File: src/rtl/sec_rtc_pkg.sv
package sec_rtc_pkg;
  // Register byte offsets. Software depends on these positions.
  localparam int unsigned OFF_UP    = 32'h00;
  localparam int unsigned OFF_DN    = 32'h04;
  localparam int unsigned OFF_CMP0  = 32'h08;
  localparam int unsigned OFF_CTRL  = 32'h10;
  localparam int unsigned OFF_STAT  = 32'h14;
  localparam int unsigned OFF_KEY   = 32'h18;
  localparam int unsigned OFF_SCR   = 32'h80;

  localparam int unsigned NUM_CMP   = 2;
  localparam int unsigned CTRL_W    = 8;
  localparam int unsigned STAT_W    = 3;

  // Control bit positions
  localparam int unsigned CB_CMP_EN0  = 0;
  localparam int unsigned CB_PWR_RT0  = 2;
  localparam int unsigned CB_SWRST    = 4;
  localparam int unsigned CB_HALT     = 6;
  localparam int unsigned CB_PWR_FRC  = 7;
  localparam logic [CTRL_W-1:0] CTRL_MASK = 8'hDF;

  // Status bit positions
  localparam int unsigned SB_PWR = 2;
endpackage

File: src/rtl/sec_rtc_counter.sv
module sec_rtc_counter #(
  parameter int unsigned DW = 32
) (
  input  logic          clk,
  input  logic          rst_n,
  input  logic          tick,
  input  logic          halt,
  input  logic          clr,
  input  logic          up_we,
  input  logic          dn_we,
  input  logic [DW-1:0] wdata,
  output logic [DW-1:0] up_q,
  output logic [DW-1:0] dn_q
);
  logic [DW-1:0] up_d, dn_d;
  logic          adv;

  assign adv = tick & ~halt;

  always_comb begin
    up_d = up_q;
    dn_d = dn_q;
    if (clr) begin
      up_d = '0;
      dn_d = '1;
    end else begin
      if (up_we)    up_d = wdata;
      else if (adv) up_d = up_q + DW'(1);
      if (dn_we)    dn_d = wdata;
      else if (adv) dn_d = dn_q - DW'(1);
    end
  end

  always_ff @(posedge clk or negedge rst_n) begin
    if (!rst_n) begin
      up_q <= '0;
      dn_q <= '1;
    end else begin
      up_q <= up_d;
      dn_q <= dn_d;
    end
  end
endmodule

File: src/rtl/sec_rtc_match.sv
module sec_rtc_match #(
  parameter int unsigned DW = 32
) (
  input  logic          clk,
  input  logic          rst_n,
  input  logic          we,
  input  logic [DW-1:0] wdata,
  input  logic          en,
  input  logic [DW-1:0] cnt,
  output logic [DW-1:0] cmp_q,
  output logic          hit
);
  logic [DW-1:0] cmp_d;

  always_comb begin
    cmp_d = cmp_q;
    if (we) cmp_d = wdata;
  end

  always_ff @(posedge clk or negedge rst_n) begin
    if (!rst_n) cmp_q <= '1;
    else        cmp_q <= cmp_d;
  end

  assign hit = en & (cnt == cmp_q);
endmodule

File: src/rtl/sec_rtc_scratch.sv
module sec_rtc_scratch #(
  parameter int unsigned DW    = 32,
  parameter int unsigned WORDS = 32,
  localparam int unsigned IW   = $clog2(WORDS)
) (
  input  logic          clk,
  input  logic          we,
  input  logic [IW-1:0] widx,
  input  logic [DW-1:0] wdata,
  input  logic [IW-1:0] ridx,
  output logic [DW-1:0] rdata
);
  logic [DW-1:0] mem [WORDS];

  for (genvar w = 0; w < WORDS; w++) begin : g_word
    logic wen;
    assign wen = we & (widx == IW'(w));
    always_ff @(posedge clk) begin
      if (wen) mem[w] <= wdata;
    end
  end

  assign rdata = mem[ridx];
endmodule

File: src/rtl/sec_rtc.sv
module sec_rtc
  import sec_rtc_pkg::*;
#(
  parameter int unsigned DW         = 32,
  parameter int unsigned ADDR_W     = 8,
  parameter int unsigned SRAM_WORDS = 32
) (
  input  logic              clk,
  input  logic              rst_n,
  input  logic              tick_i,
  input  logic              bus_valid_i,
  input  logic              bus_write_i,
  input  logic [ADDR_W-1:0] bus_addr_i,
  input  logic [DW-1:0]     bus_wdata_i,
  output logic [DW-1:0]     bus_rdata_o,
  output logic              irq_o,
  output logic              pwr_on_o
);
  localparam int unsigned IW       = $clog2(SRAM_WORDS);
  localparam int unsigned SCR_END  = OFF_SCR + 4 * SRAM_WORDS;

  // Reset: asynchronous assert, synchronous release
  logic [1:0] rsync_q;
  logic       rst_int_n;
  always_ff @(posedge clk or negedge rst_n) begin
    if (!rst_n) rsync_q <= '0;
    else        rsync_q <= {rsync_q[0], 1'b1};
  end
  assign rst_int_n = rsync_q[1];

  // Decode
  logic wr, rd;
  logic sel_up, sel_dn, sel_ctrl, sel_stat, sel_key, sel_scr;
  logic [NUM_CMP-1:0] sel_cmp;
  logic [ADDR_W:0]    addr_x;

  assign wr       = bus_valid_i &  bus_write_i;
  assign rd       = bus_valid_i & ~bus_write_i;
  assign addr_x   = {1'b0, bus_addr_i};
  assign sel_up   = bus_addr_i == ADDR_W'(OFF_UP);
  assign sel_dn   = bus_addr_i == ADDR_W'(OFF_DN);
  assign sel_ctrl = bus_addr_i == ADDR_W'(OFF_CTRL);
  assign sel_stat = bus_addr_i == ADDR_W'(OFF_STAT);
  assign sel_key  = bus_addr_i == ADDR_W'(OFF_KEY);
  assign sel_scr  = (addr_x >= (ADDR_W+1)'(OFF_SCR)) &&
                    (addr_x <  (ADDR_W+1)'(SCR_END)) &&
                    (bus_addr_i[1:0] == 2'b00);

  // Control, status, key registers
  logic [CTRL_W-1:0] ctrl_q, ctrl_d;
  logic [STAT_W-1:0] stat_q, stat_d, stat_set, stat_clr;
  logic [DW-1:0]     key_q, key_d;
  logic              key_we, up_we, dn_we;
  logic [NUM_CMP-1:0] hit;

  assign key_we = wr & sel_key;
  assign up_we  = wr & sel_up;
  assign dn_we  = wr & sel_dn;

  assign stat_set[NUM_CMP-1:0] = hit;
  assign stat_set[SB_PWR]      = |(hit & ctrl_q[CB_PWR_RT0 +: NUM_CMP]);
  assign stat_clr              = (wr & sel_stat) ? bus_wdata_i[STAT_W-1:0] : '0;

  always_comb begin
    ctrl_d = ctrl_q;
    if (wr && sel_ctrl) ctrl_d = bus_wdata_i[CTRL_W-1:0] & CTRL_MASK;
    stat_d = (stat_q & ~stat_clr) | stat_set;
    key_d  = key_q;
    if (key_we) key_d = bus_wdata_i;
  end

  always_ff @(posedge clk or negedge rst_int_n) begin
    if (!rst_int_n) begin
      ctrl_q <= '0;
      stat_q <= '0;
      key_q  <= '0;
    end else begin
      ctrl_q <= ctrl_d;
      stat_q <= stat_d;
      key_q  <= key_d;
    end
  end

  // Counters
  logic [DW-1:0] up_cnt, dn_cnt;
  sec_rtc_counter #(.DW(DW)) u_cnt (
    .clk   (clk),
    .rst_n (rst_int_n),
    .tick  (tick_i),
    .halt  (ctrl_q[CB_HALT]),
    .clr   (ctrl_q[CB_SWRST]),
    .up_we (up_we),
    .dn_we (dn_we),
    .wdata (bus_wdata_i),
    .up_q  (up_cnt),
    .dn_q  (dn_cnt)
  );

  // Comparators
  logic [DW-1:0] cmp_val [NUM_CMP];
  for (genvar i = 0; i < NUM_CMP; i++) begin : g_cmp
    assign sel_cmp[i] = bus_addr_i == ADDR_W'(OFF_CMP0 + 4 * i);
    sec_rtc_match #(.DW(DW)) u_match (
      .clk   (clk),
      .rst_n (rst_int_n),
      .we    (wr & sel_cmp[i]),
      .wdata (bus_wdata_i),
      .en    (ctrl_q[CB_CMP_EN0 + i]),
      .cnt   (up_cnt),
      .cmp_q (cmp_val[i]),
      .hit   (hit[i])
    );
  end

  // Scratch words
  logic [DW-1:0] scr_rdata;
  sec_rtc_scratch #(.DW(DW), .WORDS(SRAM_WORDS)) u_scr (
    .clk   (clk),
    .we    (wr & sel_scr),
    .widx  (bus_addr_i[IW+1:2]),
    .wdata (bus_wdata_i),
    .ridx  (bus_addr_i[IW+1:2]),
    .rdata (scr_rdata)
  );

  // Read mux
  always_comb begin
    bus_rdata_o = '0;
    if (rd) begin
      if (sel_up)        bus_rdata_o = up_cnt;
      else if (sel_dn)   bus_rdata_o = dn_cnt;
      else if (sel_ctrl) bus_rdata_o = DW'(ctrl_q);
      else if (sel_stat) bus_rdata_o = DW'(stat_q);
      else if (sel_key)  bus_rdata_o = key_q;
      else if (sel_scr)  bus_rdata_o = scr_rdata;
      else begin
        for (int i = 0; i < NUM_CMP; i++)
          if (sel_cmp[i]) bus_rdata_o = cmp_val[i];
      end
    end
  end

  // Outputs
  assign irq_o    = |(stat_q[NUM_CMP-1:0] & ctrl_q[CB_CMP_EN0 +: NUM_CMP]);
  assign pwr_on_o = ctrl_q[CB_PWR_FRC] |
                    (|(stat_q[NUM_CMP-1:0] & ctrl_q[CB_PWR_RT0 +: NUM_CMP]));
endmodule

File: config.mk
export PLATFORM = sky130hd
export DESIGN_NAME = sec_rtc
export DESIGN_NICKNAME = d
export VERILOG_FILES = /design/src/rtl/sec_rtc_pkg.sv /design/src/rtl/sec_rtc_counter.sv /design/src/rtl/sec_rtc_match.sv /design/src/rtl/sec_rtc_scratch.sv /design/src/rtl/sec_rtc.sv
export SDC_FILE = /design/constraint.sdc
export NUM_CORES = 1
export LEC_CHECK = 0
export BUFFER_PORTS_ARGS = -buffer_cell sky130_fd_sc_hd__buf_4
export CAP_MARGIN = 40
export CORE_MARGIN = 8
export CORE_UTILIZATION = 55
export DETAILED_ROUTE_END_ITERATION = 7
export PLACE_DENSITY = 0.8
export SYNTH_ARGS = -nofsm -noshare
export SYNTH_HDL_FRONTEND = slang
export SYNTH_SLANG_ARGS = --single-unit
File: constraint.sdc
create_clock -name clk -period 5.1 [get_ports clk]
set_clock_uncertainty 0.1 [all_clocks]
set_input_delay 0.51 -clock clk [delete_from_list [all_inputs] [get_ports clk]]
set_output_delay 0.51 -clock clk [all_outputs]
set_load 0.005 [all_outputs]
==> impl_metrics.tcl, run 1 <==
set metrics [dict create \
    wl_met1_um 52000 \
    setup.worst_path.start_class "input pin" \
    hp-class "input pin to asynchronous set/reset pin" \
    sequentialPowerShare_pct 52.9 \
    synth_largest_area_cell "edfxtp_1" \
    synth_commonest_cells "edfxtp_1, mux4_2, mux2i_1" \
    numCtsBuffers 112 \
    p_leak_nw 18.8 \
    cts_tree "built" \
    vias 31000 \
    dp_worst_setup_slack_ps 858 \
    drive_gt1_share_pct 27.1 \
    ant_nets 0 \
    fin_crit_ps 4350 \
    status "finished, final reports clean" \
    yosysTopAreaCellShare_pct 61.6 \
    cp.required_ps 4490 \
    port-buffer-count 78 \
    critPathLaunch "bus_addr_i[3]" \
    worstMarginPinSlew_ps 968 \
    p_int_w 0.0158 \
    syn_inst 2915 \
    wl_per_cell_um 34.7 \
    ioPinCount 79 \
    drv_slew 0 \
    netlist_area_sq_um 49900 \
    area_growth_pct 12.9 \
    syn_nets 2962 \
    synthMostInstantiatedCell "edfxtp_1" \
    slew_headroom_pct 33.8 \
    dieArea_sq_um 101000 \
    dr.max_layer_used "met5" \
    critPathMaxFanout 63 \
    cp.arrival_ps 3740 \
    hold_violations 0 \
    drtIter0Drc 5225 \
    r2r_start "ctrl_q[6]" \
    power.density_nw_per_um2 359 \
    max_cap_violations 0 \
    synthFlopType "edfxtp_1" \
    core_area_sq_um 90000 \
    peakVddDrop_v 0.000312 \
    dr_wl_met2_um 67700 \
    rows 110 \
    worstPathCellList "clkbuf_8 -> buf_4 -> buf_4 -> mux4_2 -> o22ai_1 -> nor3_1 -> o41ai_1 -> o21ai_0 -> buf_4" \
    comb_power_share_pct 5.1 \
    drc 0 \
    ff_latch_area_sq_um 35200 \
    clock_latency_ps 710 \
    cts_max_path_buffers 3 \
    setup_violations 0 \
    track_usage_pct 29.4 \
    clock-sinks 1196 \
    critPathMaxStageDelay_ps 680 \
    critPathSlowestCell "o41ai_1" \
    grt_max_degree 97 \
    grt_pass1_wl_um 214000 \
    vias_per_cell 7.20 \
    die_h_um 317 \
    gp_congestion 0.938 \
    hpwl_um 88700 \
    routed_wl_um 149000 \
    crit_top_cell "buf_4" \
    synth_area_leaders "edfxtp_1, mux4_2, dfstp_2, dfrtp_1, mux2i_1" \
    met3WireLength_um 20800 \
    grt_pass1_vias 30900 \
    clockPowerShare_pct 41.9 \
    ctsHtreeMaxLevel 3 \
    ys_ff_latch 1196 \
    p_sw_w 0.00446 \
    fin_nets 3070 \
    clockRootBuffer "clkbuf_16" \
    rsz0062_at_grt "no" \
    clock.fmax_mhz 230 \
    crit_type "input pin to output port" \
    antenna_found_initial 3 \
    fin_setup_tns_ps 0 \
    drtPass1Iterations 6 \
    n_fill_cell 6067 \
    ys_seq_area_share_pct 70.5 \
    yosys_warnings 0 \
    finalCritPeriodShare_pct 85.2 \
    fin_ws_ps 754 \
    ys_async_sr_fraction_pct 14.4 \
    initial_utilization_pct 55.4 \
    end_kind "output port" \
    avgSynthCellArea_sq_um 17.1 \
    holdWs_ps 26.4 \
    postCtsSetupRepairBufs 0 \
    multi_input_area_sq_um 14000 \
    synth_cell_types 77 \
    netSwitchingFraction_pct 22.1 \
    dieWidth_um 317 \
    grt.overflow.total 0 \
    synth_edf_count 1024 \
    clk_pin_slew_ps 60 \
]
[flip-flops by register name, summed over array words and instances, names as in the netlist]
signal,cells
ctrl_q,7
g_cmp.u_match.cmp_q,64
key_q,32
rsync_q,2
stat_q,3
u_cnt.dn_q,32
u_cnt.up_q,32
u_scr.mem,1024
[routing by layer]
metal | global-route usage (%) | vias to the layer above
li1 | - | 12000
met1 | 39.3 | 15700
met2 | 44.9 | 2702
met3 | 7.98 | 521
met4 | 14.3 | 2
met5 | 0 | -
[layout make-up]
cell class                 instances  area share, %
sequential                      1196           62.4
multi-input combinational       1486           24.8
clock buffer                     134           5.22
timing repair buffer             211           3.37
tap                             1176           2.61
clock inverter                    77           1.45
inverter                          16          0.107
antenna                            2        0.00888
[stage by stage]
| step | std cells | util [%] | cell area (sq um) | power (W) |
|---|---|---|---|---|
| global placement | 4075 | 58.2 | 52400 | 0.0119 |
| finish | 4298 | 62.6 | 56300 | 0.0202 |
| detailed placement | 4084 | 58.4 | 52600 | 0.0119 |
| floorplan | 2915 | - | 49900 | 0.0114 |
| CTS | 4296 | 62.6 | 56300 | 0.0202 |
| global route | 4296 | 62.6 | 56300 | 0.0207 |
[path summary, 6_finish.rpt]
path | endpoint | slack (ps) | depth (start not counted)
max reg2reg | u_cnt.up_q[30] | 2390 | 6
min reg2reg | u_cnt.up_q[29] | 190 | 0
max | bus_rdata_o[20] | 750 | 9
max in group asynchronous | key_q[4] | 3740 | 1
min | rsync_q[1] | 30 | 2
min in group clk | u_scr.mem[7][17] | 140 | 1
[kinds of logic after synthesis]
kind of cell	share of synthesized area, %
other cells	0.00752
mux	13.5
xor+xnor	1.74
buf+inv	2.16
flops	70.5
fa+ha+maj	0.0501
simple gates	5.02
compound gates	7.08
[cells in the final DEF, fill, tap and decap left out, drive strengths merged, types with 52 or more instances in the layout]
cell       n
a211oi    54
a21oi     52
buf      208
clkbuf   135
clkinv    57
dfrtp     76
dfstp     96
edfxtp  1024
mux2     121
mux2i    143
mux4     174
nand2     72
nor2     106
nor3      76
o21ai     76
xnor2     56
[power by group through the flow]
stage / Sequential, W / Combinational, W / Clock (W)
finish: 0.0107 / 0.00104 / 0.00848
global route: 0.0107 / 0.00108 / 0.00890
CTS: 0.0107 / 0.00102 / 0.00851
detailed placement: 0.0109 / 0.00100 / 0
global placement: 0.0109 / 0.000963 / 0
floorplan: 0.0109 / 0.000532 / 0
[critical path, delay by kind of cell]
| family | cells | cell delay [ps] |
|---|---|---|
| compound gates | 3 | 1180 |
| mux | 1 | 380 |
| simple gates | 1 | 70 |
| buf+inv | 4 | 1480 |
[what timing repair did]
action	in CTS	in global routing
hold buffers	1	0
resized for setup	0	0
hold endpoints to repair	2	0
(Power assumes the default switching activity.)
==> run 2, diff against run 1 <==
- CORE_UTILIZATION: 55 -> 51
- PLACE_DENSITY: 0.8 -> 0.69
- SYNTH_HIERARCHICAL: default -> 1
==> impl_metrics.tcl, run 2 <==
set metrics [dict create \
    port-buffer-count 78 \
    power.density_nw_per_um2 371 \
    fin_nets 3564 \
    end_kind "output port" \
    top_regs "u_scr/mem (1024), g_cmp.u_match/cmp_q (64)" \
    initial_utilization_pct 51.3 \
    clockPowerShare_pct 40.8 \
    hp-class "input pin to flop" \
    slew_headroom_pct 33.0 \
    grt.overflow.total 0 \
    largest_register_ffs 1024 \
    postCtsSetupRepairBufs 0 \
    sequentialPowerShare_pct 51.9 \
    area_growth_pct 13.0 \
    cp.required_ps 4490 \
    clk_pin_slew_ps 60 \
    n_fill_cell 7555 \
    yosys_warnings 6 \
    dr.max_layer_used "met4" \
    peakVddDrop_v 0.000351 \
    synthFlopType "edfxtp_1" \
    cp.arrival_ps 3600 \
    drive_gt1_share_pct 17.9 \
    placed_area_sq_um 53900 \
    antenna_found_initial 4 \
    ys_async_sr_fraction_pct 14.4 \
    setup.worst_path.start_class "input pin" \
    p_leak_nw 20.8 \
    netSwitchingFraction_pct 23.0 \
    max_cap_violations 0 \
    routed_wl_um 140000 \
    dieWidth_um 333 \
    drtIter0Drc 3661 \
    mostFrequentLayoutCell "edfxtp_1" \
    hpwl_um 84500 \
    netlist_area_sq_um 51200 \
    grt_max_degree 171 \
    drtPass1Iterations 6 \
    clockRootBuffer "clkbuf_16" \
    syn_nets 3447 \
    clock.fmax_mhz 237 \
    dr_wl_met2_um 65800 \
    cts_tree "built" \
    fin_crit_ps 4210 \
    vias 31200 \
    ys_ff_latch 1196 \
    drv_slew 0 \
    final_area_sq_um 57800 \
    largest-register "u_scr/mem" \
    synth_largest_area_cell "edfxtp_1" \
    die_h_um 333 \
    vias_per_cell 6.36 \
    wl_met1_um 57200 \
    setup_violations 0 \
    critPathMaxFanout 69 \
    synth_commonest_cells "edfxtp_1, mux2i_1, a21oi_1" \
    comb_power_share_pct 7.3 \
    ant_nets 0 \
    fin_setup_tns_ps 0 \
    ctsHtreeMaxLevel 3 \
    grt_pass1_wl_um 204000 \
    grt_pass1_vias 30400 \
    finalCritPeriodShare_pct 82.6 \
    core_area_sq_um 99700 \
    yosysTopAreaCellShare_pct 60.1 \
    cts_max_path_buffers 3 \
    met3WireLength_um 12000 \
    crit_type "input pin to output port" \
    p_int_w 0.0165 \
    synth_edf_count 1024 \
    avgSynthCellArea_sq_um 15.0 \
    worstMarginPinSlew_ps 980 \
    status "finished, final reports clean" \
    ioPinCount 79 \
    gp_congestion 0.891 \
    clock-sinks 1196 \
    p_sw_w 0.00494 \
    dieArea_sq_um 111000 \
    clock_latency_ps 710 \
    synthMostInstantiatedCell "edfxtp_1" \
    rsz0062_at_grt "no" \
    drc 0 \
    synth_area_leaders "edfxtp_1, mux2i_1, dfstp_2, dfrtp_1, mux2_2" \
    hold_violations 0 \
    synth_cell_types 80 \
    rows 116 \
    final_cell_mix "edfxtp_1, mux2i_1, buf_4" \
    wl_per_cell_um 28.5 \
    numCtsBuffers 116 \
    track_usage_pct 24.6 \
    syn_inst 3400 \
    ys_seq_area_share_pct 68.8 \
]
[run 2: stage by stage]
step | total power (W) | hold WS (ps) | setup slack, ps | utilization, % | std cells
2_1_floorplan | 0.0122 | 114 | 20.2 | - | 3400
3_3_place_gp | 0.0128 | 194 | 961 | 54.1 | 4692
3_5_place_dp | 0.0129 | 196 | 922 | 54.1 | 4695
4_1_cts | 0.0215 | 118 | 899 | 58.0 | 4909
5_1_grt | 0.0221 | 155 | 665 | 58.0 | 4909
6_report | 0.0215 | 132 | 886 | 58.0 | 4911
[run 2: kinds of logic after synthesis]
| kind of cell | synth area share [%] |
|---|---|
| and+or+nand+nor | 6.52 |
| AOI/OAI and AO/OA | 7.64 |
| xor gates and xnor gates | 1.90 |
| DFF | 68.8 |
| muxes | 12.6 |
| adders and majority gates | 0.0489 |
| buffers and inverters | 2.50 |
| other | 0.00733 |
[run 2: power by group through the flow]
stage | Combinational, W | Sequential, W | Clock [W]
5_1_grt | 0.00168 | 0.0111 | 0.00923
2_1_floorplan | 0.000946 | 0.0112 | 0
4_1_cts | 0.00155 | 0.0111 | 0.00884
3_3_place_gp | 0.00152 | 0.0113 | 0
3_5_place_dp | 0.00155 | 0.0113 | 0
6_report | 0.00157 | 0.0111 | 0.00876
[run 2: final timing paths]
path	start	slack (ps)	depth (start not counted)	endpoint
worst max-delay path	bus_addr_i[2]	890	11	bus_rdata_o[2]
worst min-delay path	bus_wdata_i[1]	130	3	u_cnt/dn_q[1]
worst max register to register	u_cnt/dn_q[0]	2380	7	u_cnt/dn_q[22]
worst min register to register	rsync_q[0]	260	0	rsync_q[1]
max in group asynchronous	rsync_q[1]	3760	1	key_q[28]
min in group asynchronous	rsync_q[1]	390	1	key_q[1]
[run 2: worst max-delay path, stage by stage]
cell	delay, ps
buf_8	580
buf_4	560
mux2i_1	140
a22o_1	240
nor3_1	250
a31oi_1	90
nand3_1	160
a2bb2oi_1	200
a222oi_1	100
a2111oi_0	470
buf_4	200
[run 2: cell type report]
type | count | area, sq um | area share [%]
antenna | 2 | 5.00 | 0.00866
clock buffer | 144 | 3060 | 5.29
clock inverter | 68 | 805 | 1.39
inverter | 30 | 113 | 0.195
multi-input combinational | 1966 | 15000 | 25.9
sequential | 1196 | 35200 | 60.8
tap | 1298 | 1620 | 2.81
timing repair buffer | 207 | 2040 | 3.53
[run 2: timing repair]
item / CTS / global route
resized for setup: 0 / 0
hold endpoints to repair: 2 / 0
hold buffers: 2 / 0
[run 2: layer usage]
layer | vias to the layer above | track usage (%)
met4 | 0 | 8.97
met1 | 16000 | 34.1
met5 | - | 0
li1 | 13400 | -
met2 | 1526 | 39.1
met3 | 283 | 4.17
